<file path="config.mk">
export PLATFORM = sky130hd
export DESIGN_NAME = pwm_duty_select
export DESIGN_NICKNAME = d
export VERILOG_FILES = /design/src/rtl/pwm_sel_pkg.sv /design/src/rtl/pwm_glitch_filter.sv /design/src/rtl/pwm_period_meter.sv /design/src/rtl/duty_end_map.sv /design/src/rtl/pwm_duty_select.sv
export SDC_FILE = /design/constraint.sdc
export NUM_CORES = 2
export LEC_CHECK = 0
export CAP_MARGIN = 20
export CORE_UTILIZATION = 30
export CTS_BUF_LIST = sky130_fd_sc_hd__clkbuf_8
export CTS_CLUSTER_SIZE = 14
export DETAILED_ROUTE_END_ITERATION = 12
export GPL_TIMING_DRIVEN = 1
export MAX_ROUTING_LAYER = met4
export SYNTH_ARGS = -nofsm -noshare
export SYNTH_HDL_FRONTEND = slang
export SYNTH_SLANG_ARGS = --single-unit
</file>
<file path="constraint.sdc">
create_clock -name clk -period 114.5 [get_ports clk]
set_input_delay 28.625 -clock clk [delete_from_list [all_inputs] [get_ports clk]]
set_output_delay 28.625 -clock clk [all_outputs]
set_load 0.01 [all_outputs]
</file>
<file path="src/rtl/pwm_sel_pkg.sv">
package pwm_sel_pkg;
  localparam int unsigned CODE_W = 8;
  localparam logic [CODE_W-1:0] CODE_FULL = '1;

  typedef enum logic {
    SRC_ANALOG = 1'b0,
    SRC_PULSE  = 1'b1
  } duty_src_e;
endpackage

</file>
<file path="src/rtl/pwm_glitch_filter.sv">
module pwm_glitch_filter #(
  parameter int unsigned FILT_CYC = 51
) (
  input  logic clk,
  input  logic rst_n,
  input  logic raw_i,
  output logic filt_o
);
  localparam int unsigned CW = $clog2(FILT_CYC + 1);
  localparam logic [CW-1:0] FILT_LIM = CW'(FILT_CYC);

  logic          filt_q, filt_d;
  logic [CW-1:0] cnt_q, cnt_d;

  // a differing level must be seen FILT_CYC+1 times in a row
  always_comb begin
    filt_d = filt_q;
    cnt_d  = '0;
    if (raw_i != filt_q) begin
      if (cnt_q == FILT_LIM) begin
        filt_d = raw_i;
      end else begin
        cnt_d = cnt_q + 1'b1;
      end
    end
  end

  always_ff @(posedge clk or negedge rst_n) begin
    if (!rst_n) begin
      filt_q <= 1'b0;
      cnt_q  <= '0;
    end else begin
      filt_q <= filt_d;
      cnt_q  <= cnt_d;
    end
  end

  assign filt_o = filt_q;


  filt_follow_chk: assert property (@(posedge clk) disable iff (!rst_n)
    (filt_q != $past(filt_q)) |-> (filt_q == $past(raw_i)));
endmodule

</file>
<file path="src/rtl/pwm_period_meter.sv">
module pwm_period_meter import pwm_sel_pkg::*; #(
  parameter int unsigned MIN_PER = 4096,
  parameter int unsigned TO_CYC  = 1049600
) (
  input  logic              clk,
  input  logic              rst_n,
  input  logic              clr_i,
  input  logic              filt_i,
  output logic [CODE_W-1:0] meas_o,
  output logic              upd_o
);
  localparam int unsigned CNT_W = $clog2(TO_CYC + 1);
  localparam logic [CNT_W-1:0] MIN_LIM = CNT_W'(MIN_PER);
  localparam logic [CNT_W-1:0] TO_LIM  = CNT_W'(TO_CYC);

  logic              lvl_prev_q, armed_q, armed_d, upd_q, upd_d;
  logic [CNT_W-1:0]  per_q, per_d, hi_q, hi_d, lvl_q, lvl_d;
  logic [CODE_W-1:0] meas_q, meas_d;
  logic              rise, chg, to_hit;
  logic [CNT_W+7:0]  hi_x255;

  assign rise    = filt_i & ~lvl_prev_q;
  assign chg     = filt_i ^ lvl_prev_q;
  assign to_hit  = !chg && (lvl_q == TO_LIM - 1'b1);
  assign hi_x255 = {hi_q, 8'd0} - {8'd0, hi_q};

  always_comb begin
    armed_d = armed_q;
    per_d   = per_q;
    hi_d    = hi_q;
    lvl_d   = lvl_q;
    meas_d  = meas_q;
    upd_d   = 1'b0;
    if (clr_i) begin
      armed_d = 1'b0;
      per_d   = '0;
      hi_d    = '0;
      lvl_d   = '0;
      meas_d  = '0;
    end else begin
      per_d = (per_q == '1) ? per_q : per_q + 1'b1;
      if (filt_i && hi_q != '1) hi_d = hi_q + 1'b1;
      if (chg)                  lvl_d = CNT_W'(1);
      else if (lvl_q != TO_LIM) lvl_d = lvl_q + 1'b1;
      if (rise) begin
        per_d   = CNT_W'(1);
        hi_d    = CNT_W'(1);
        armed_d = 1'b1;
        if (armed_q && per_q >= MIN_LIM) begin
          meas_d = CODE_W'(hi_x255 / {8'd0, per_q});
          upd_d  = 1'b1;
        end
      end else if (to_hit) begin
        meas_d  = filt_i ? CODE_FULL : '0;
        upd_d   = 1'b1;
        armed_d = 1'b0;
      end
    end
  end

  always_ff @(posedge clk or negedge rst_n) begin
    if (!rst_n) begin
      lvl_prev_q <= 1'b0;
      armed_q    <= 1'b0;
      per_q      <= '0;
      hi_q       <= '0;
      lvl_q      <= '0;
      meas_q     <= '0;
      upd_q      <= 1'b0;
    end else begin
      lvl_prev_q <= filt_i;
      armed_q    <= armed_d;
      per_q      <= per_d;
      hi_q       <= hi_d;
      lvl_q      <= lvl_d;
      meas_q     <= meas_d;
      upd_q      <= upd_d;
    end
  end

  assign meas_o = meas_q;
  assign upd_o  = upd_q;


  short_reject_chk: assert property (@(posedge clk) disable iff (!rst_n)
    (rise && !clr_i && per_q < MIN_LIM) |=> (!upd_q && $stable(meas_q)));
endmodule

</file>
<file path="src/rtl/duty_end_map.sv">
module duty_end_map import pwm_sel_pkg::*; #(
  parameter int unsigned CORR_LO = 38,
  parameter int unsigned CORR_HI = 217
) (
  input  logic [CODE_W-1:0] code_i,
  output logic [CODE_W-1:0] code_o
);
  localparam logic [CODE_W-1:0] LO_C = CODE_W'(CORR_LO);
  localparam logic [CODE_W-1:0] HI_C = CODE_W'(CORR_HI);
  localparam logic [15:0]       SPAN = 16'(CORR_HI - CORR_LO);

  logic [15:0] prod;

  always_comb begin
    prod = (16'(code_i) - 16'(LO_C)) * 16'd255;
    if (code_i <= LO_C)      code_o = '0;
    else if (code_i >= HI_C) code_o = CODE_FULL;
    else                     code_o = CODE_W'(prod / SPAN);
  end
endmodule

</file>
<file path="src/rtl/pwm_duty_select.sv">
module pwm_duty_select import pwm_sel_pkg::*; #(
  parameter int unsigned FILT_CYC   = 51,
  parameter int unsigned MIN_PER    = 4096,
  parameter int unsigned TO_CYC     = 1049600,
  parameter int unsigned BLANK_CYC  = 51200,
  parameter int unsigned SEL_LO_IN  = 15,
  parameter int unsigned SEL_LO_OUT = 10,
  parameter int unsigned SEL_HI_IN  = 240,
  parameter int unsigned SEL_HI_OUT = 245,
  parameter int unsigned CORR_LO    = 38,
  parameter int unsigned CORR_HI    = 217
) (
  input  logic              clk,
  input  logic              rst_n,
  input  logic              pwm_in,
  input  logic [CODE_W-1:0] adc_code,
  input  logic              dis,
  input  logic              flt_clr,
  output logic [CODE_W-1:0] duty_out,
  output logic              src_pulse,
  output logic              duty_vld
);
  localparam int unsigned BW = $clog2(BLANK_CYC + 1);
  localparam logic [BW-1:0]     BLANK_LIM = BW'(BLANK_CYC);
  localparam logic [CODE_W-1:0] LO_IN_C   = CODE_W'(SEL_LO_IN);
  localparam logic [CODE_W-1:0] LO_OUT_C  = CODE_W'(SEL_LO_OUT);
  localparam logic [CODE_W-1:0] HI_IN_C   = CODE_W'(SEL_HI_IN);
  localparam logic [CODE_W-1:0] HI_OUT_C  = CODE_W'(SEL_HI_OUT);

  logic              filt, meas_upd, hold;
  logic [CODE_W-1:0] meas, sel_code, mapped, duty_q, duty_d;
  logic [BW-1:0]     blank_q, blank_d;
  duty_src_e         src_q, src_d;
  logic              vld_q, vld_d;

  pwm_glitch_filter #(.FILT_CYC(FILT_CYC)) u_filt (
    .clk(clk), .rst_n(rst_n), .raw_i(pwm_in), .filt_o(filt));

  pwm_period_meter #(.MIN_PER(MIN_PER), .TO_CYC(TO_CYC)) u_meter (
    .clk(clk), .rst_n(rst_n), .clr_i(hold), .filt_i(filt),
    .meas_o(meas), .upd_o(meas_upd));

  duty_end_map #(.CORR_LO(CORR_LO), .CORR_HI(CORR_HI)) u_map (
    .code_i(sel_code), .code_o(mapped));

  assign hold = dis | flt_clr | (blank_q != '0);

  always_comb begin
    blank_d = blank_q;
    if (dis || flt_clr)     blank_d = BLANK_LIM;
    else if (blank_q != '0) blank_d = blank_q - 1'b1;
  end

  always_comb begin
    src_d = src_q;
    if (hold) begin
      src_d = SRC_ANALOG;
    end else if (src_q == SRC_ANALOG) begin
      if (meas >= LO_IN_C && meas <= HI_IN_C) src_d = SRC_PULSE;
    end else begin
      if (meas <= LO_OUT_C || meas >= HI_OUT_C) src_d = SRC_ANALOG;
    end
    sel_code = (src_d == SRC_PULSE) ? meas : adc_code;
    duty_d   = hold ? '0 : mapped;
    vld_d    = !hold && meas_upd;
  end

  always_ff @(posedge clk or negedge rst_n) begin
    if (!rst_n) begin
      blank_q <= '0;
      src_q   <= SRC_ANALOG;
      duty_q  <= '0;
      vld_q   <= 1'b0;
    end else begin
      blank_q <= blank_d;
      src_q   <= src_d;
      duty_q  <= duty_d;
      vld_q   <= vld_d;
    end
  end

  assign duty_out  = duty_q;
  assign src_pulse = (src_q == SRC_PULSE);
  assign duty_vld  = vld_q;


  hold_quiet_chk: assert property (@(posedge clk) disable iff (!rst_n)
    hold |=> (duty_out == '0 && !duty_vld && !src_pulse));


  vld_pulse_chk: assert property (@(posedge clk) disable iff (!rst_n)
    duty_vld |=> !duty_vld);


  src_hold_chk: assert property (@(posedge clk) disable iff (!rst_n)
    (!hold && !meas_upd) |=> $stable(src_q));
endmodule

</file>
# == Word-level counts from Yosys, hierarchy flattened ==
# Cells that the tools add are included.
# classes
add_sub_neg,7
multipliers,1
n_div,2
n_lt_le_gt_ge,7
eq_ne,8
mux,33
bitwise_logic,5
n_reduce_logical,16
# op_table
op,count
21-bit 2-to-1 mux,9
8-bit 2-to-1 mux,9
21-bit by 1-bit adder with 21-bit output (second input constant),3
21-bit == test (second input constant),2
21-bit inequality test (second input constant),2
16-bit 2-to-1 mux,2
29-bit by 21-bit divider with 29-bit output,1
29-bit by 21-bit subtractor with 29-bit output,1
21-bit by 13-bit >= comparator with 1-bit output (second input constant),1
16-bit by 8-bit divider with 16-bit output (second input constant),1
8-bit >= comparator (second input constant),2
16-bit by 8-bit multiplier with 16-bit output (second input constant),1
16-bit nonzero test,1
16-bit by 1-bit subtractor with 16-bit output (second input constant),1
6-bit 2-to-1 mux,2
1-bit 2-to-1 mux,11
3-bit nonzero test,3
8-bit by 6-bit subtractor with 9-bit output (second input constant),1
8-bit by 4-bit >= comparator with 1-bit output (second input constant),1
8-bit by 4-bit <= comparator with 1-bit output (second input constant),1
8-bit by 6-bit <= comparator with 1-bit output (second input constant),1
8-bit <= comparator (second input constant),1
6-bit by 1-bit adder with 6-bit output (second input constant),1
6-bit == test (second input constant),1
other kinds (12),20
# totals
regBits,107
inputBits,13
out_inout_bits,10
elab_cells,92

# == Longest topological paths before layout ==
# depth
ltp_word,12
mapped_depth,491
mapped_depth_nobuf,455

# == Modules after synthesis ==
# A second synthesis with hierarchy kept.
# hier_totals
hier_cells,4471
area_unflattened_um2,33114.3
# by_module_without_submodules
module,instances,cells_each,area_per_inst_um2,seq_area_each_um2
pwm_period_meter,1,3518,25659.6,1851.8
duty_end_map,1,788,5745.5,0.0
pwm_duty_select,1,137,1387.6,650.6
pwm_glitch_filter,1,28,321.6,175.2

# == Least setup slack after synthesis ==
# No wires, ideal clock.
# synth_path
path_type,register to register
start,register u_meter.hi_q[0]
end,register u_meter.meas_q[0] (netlist: u_meter.meas_o[0])
setup_ns,0.142
t_arrival_ns,92.992
required_ns,114.358
path_slack_ns,21.366
path_stages_with_launch,482
path_buffers,39
period_less_slack_ns,93.134
path_cell_list,dfrtp_1 -> inv_1 -> ha_1 -> nor2b_1 -> a41o_1 -> a21oi_1 -> o21bai_1 -> a21oi_1 -> o21bai_1 -> a21oi_1 -> o21bai_1 -> a211o_1 -> and2_0 -> o311ai_0 -> ha_1 -> a21oi_1 -> ha_1 -> a21oi_1 -> [446 not listed] -> o21ai_0 -> nand2b_1 -> a21oi_1 -> nor2b_1 -> o21ai_0 -> nand2b_1 -> a21oi_1 -> nor2b_1 -> o21ai_0 -> nand2b_1 -> a21oi_1 -> nor2b_1 -> o21ai_0 -> nand2_1 -> a21oi_1 -> o311ai_0 -> o31ai_1 -> o2111ai_1
# synth_between
elab_chain_len,5
# synth_rtl
element,line_no,source
start: declaration,pwm_period_meter.sv:17,"logic [CNT_W-1:0] per_q, per_d, hi_q, hi_d, lvl_q, lvl_d;"
start signal: assignment,pwm_period_meter.sv:74,hi_q <= hi_d;
29-bit by 21-bit subtractor with 29-bit output,pwm_period_meter.sv:25,"assign hi_x255 = {hi_q, 8'd0} - {8'd0, hi_q};"
29-bit by 21-bit divider with 29-bit output,pwm_period_meter.sv:50,"meas_d = CODE_W'(hi_x255 / {8'd0, per_q});"
8-bit 2-to-1 mux,pwm_period_meter.sv:49,if (armed_q && per_q >= MIN_LIM) begin
8-bit 2-to-1 mux,pwm_period_meter.sv:45,if (rise) begin
8-bit 2-to-1 mux,pwm_period_meter.sv:34,if (clr_i) begin
end signal: assignment,pwm_period_meter.sv:76,meas_q <= meas_d;
end: declaration,pwm_period_meter.sv:18,"logic [CODE_W-1:0] meas_q, meas_d;"
# Every way passes these cells. The select of a mux whose other input is x is not followed.
# A chain may end at the register's enable or synchronous reset.

# == Final worst setup path ==
# Same ends and word-level chain as after synthesis.

==> metrics.txt <==
status completed; max cap viols 0; first-pass GRT wire length 142000 µm; FMAX 10.0 MHz; hold-fix buffers at CTS 0; slowest stage cell, crit path o21bai_1; I/O pin total 23; Cells after Synth 4052; Avg Synthesized Cell Area 7.40 µm²; fin nets 4512; EDFF count, synth 0; TritonCTS clock tree built; top post-synthesis cells by area ha_1 (19%), dfrtp_1 (8.9%), o21a_1 (7.0%), nor3_1 (5.7%), nor2_1 (5.4%); Final Critical Period 99.97 ns; # rows 115; Num CTS Buffers 9; final RePlAce weighted congestion 0.886; Mapped Area 30000 µm²; DR pass1 iterations 6; synth cell count leaders ha_1 (450), nor2_1 (429), nor3_1 (343); Clock Path Buffers 2; vias in the first global route 28048; cell taking the most area after synthesis ha_1; CTS Root Cell clkbuf_8; Skew-Pair Late Insertion Delay 0.46 ns; DPL Wire Length 66600 µm; share of layout cells above drive strength 1 7.42%; Reg clk slew, reported paths 0.11 ns; final period utilization 87.3%; sequential area share after synthesis 8.92%; Async S/R FF share, synth 100%; Register-to-Register Path Depth 457; critical path arrival 100.30 ns; Max Slew Vio Count 0; CP Capture Type flop; WL/cell 16.0 µm; Ys Warns 0; CP dominant cell by count o21a_1; final wirelength 85000 µm; CTS sink cnt 107; Worst-Margin Slew 1.09 ns; GRT Total Usage 17.0%; Final setup viols 0; post-route setup TNS 0 ns; core area 98700 µm²; CP max stage delay 0.85 ns; DRT iter0 DRCs 1917; CP max FO 35; startpoint class of the critical path flop; most numerous cell in the Yosys netlist ha_1; Primary FF master, synth dfrtp_1; Port Buf Inserts 22; Netlist cell types 111; via count 29590; Synth-to-Final Area Change 6.58%; post-CTS sizing 0; antenna-violating nets left 0; Setup Buffers After CTS 0; initial antenna violation count 1; Worst Hold Depth 1; DRC Markers 0; post-synthesis sequential element count 107; H-tree depth 3; slew margin rel. 27.2%; Hold/Removal Path Class reg2reg; CP Class reg2reg; final hold violation count 0; largest net degree at the start of global routing 61; Worst Skew 0.0270 ns; die width 318 µm; Initial Utilization 30.4%; Critical Path RT 114.82 ns; vias per inst 5.58; gr ovfl total 0; RSZ-0062 raised after global routing no; die outline height 318 µm; die area 101000 µm²; Mapped Nets 4552; Yosys top cell area share 18.8%
sequential cells by signal, summed over array words and instances, names as in the netlist:
signal	count
u_filt.cnt_q	6
duty_out	8
u_meter.upd_o	1
src_pulse	1
u_meter.per_q	21
u_meter.lvl_prev_q	1
u_meter.armed_q	1
blank_q	16
u_meter.meas_o	8
u_meter.hi_q	21
u_filt.filt_o	1
duty_vld	1
u_meter.lvl_q	21
layout make-up:
cell class	instances	area (µm²)
multi-input combinational	3644	26200
fill	10623	66700
inverter	189	709
tap	1287	1610
timing repair buffer	61	510
clock buffer	9	124
sequential	107	2680
antenna	1	2.50
clock inverter	7	134
cells in the final DEF (no fill, tap or decap), types with 24 or more instances in the layout:
cell type | Yosys | routed
ha_1 | 450 | 450
nor2_1 | 429 | 429
nor3_1 | 343 | 343
nand2_1 | 288 | 288
o21a_1 | 281 | 281
a21oi_1 | 237 | 236
inv_1 | 185 | 185
o21ai_0 | 167 | 165
xnor2_1 | 131 | 131
mux2_2 | 127 | 127
dfrtp_1 | 107 | 107
nand3_1 | 86 | 86
a21o_1 | 82 | 82
xor2_1 | 82 | 82
nand4_1 | 63 | 63
or3_1 | 55 | 55
o31ai_1 | 55 | 55
mux2i_1 | 47 | 47
or2_2 | 42 | 42
and3_1 | 41 | 41
a31oi_1 | 40 | 40
buf_4 | 2 | 40
nand2b_1 | 39 | 39
a211oi_1 | 38 | 37
fa_1 | 37 | 37
o211ai_1 | 35 | 35
nor4_1 | 34 | 33
nor2b_1 | 29 | 29
a21boi_0 | 27 | 27
o21ai_1 | 23 | 24
and2_1 | 24 | 24
cell families after synthesis:
family	Yosys count	share of synthesized area [%]
xor+xnor	217	6.47
simple gates	1554	25.3
fa+ha+maj	489	21.3
flops	107	8.92
buf+inv	301	3.81
compound gates	1207	27.7
mux	177	6.47
layer usage:
| metal | up-vias | share of wire, % | GRT usage, % |
|---|---|---|---|
| li1 | 15103 | - | - |
| met4 | 0 | 1.6 | 3.69 |
| met2 | 530 | 47 | 28.5 |
| met3 | 79 | 3.4 | 1.07 |
| met1 | 13878 | 48 | 22.4 |
| met5 | - | 0 | - |
critical path: cells and delay by family (launching register included):
kind / cells / cell delay, ns
simple gates: 62 / 10.42
flops: 1 / 0.50
compound gates: 345 / 74.52
buf+inv: 16 / 4.12
fa+ha+maj: 30 / 8.94
mux: 4 / 1.05
path summary, 6_finish.rpt:
check | start | slack, ns | endpoint
worst max-delay path | u_meter.hi_q[0]$_DFFE_PN0P_ | 14.53 | u_meter.meas_o[0]$_DFFE_PN0P_
max in group asynchronous | rst_n | 84.99 | u_meter.hi_q[14]$_DFFE_PN0P_
worst min register to register | u_filt.cnt_q[0]$_DFF_PN0_ | 0.47 | u_filt.cnt_q[0]$_DFF_PN0_
worst max register to register | u_meter.hi_q[0]$_DFFE_PN0P_ | 14.53 | u_meter.meas_o[0]$_DFFE_PN0P_
min in group asynchronous | rst_n | 28.17 | duty_out[5]$_DFF_PN0_
worst min-delay path | u_filt.cnt_q[0]$_DFF_PN0_ | 0.47 | u_filt.cnt_q[0]$_DFF_PN0_
through the flow:
step	util (%)	hold slack (ns)	std cells	setup slack, ns	area (µm²)
after floorplan	-	0.433	4052	21.37	30000
after global placement	32.1	0.451	5287	17.03	31700
after detailed placement	32.1	0.459	5287	15.08	31700
after CTS	32.4	0.475	5303	14.65	32000
after global routing	32.4	0.506	5305	5.90	32000
final	32.4	0.470	5305	14.53	32000
Power is left out: the tool's default activity adds up to more than one toggle a clock period on the data nets, which glitch-free logic cannot reach.
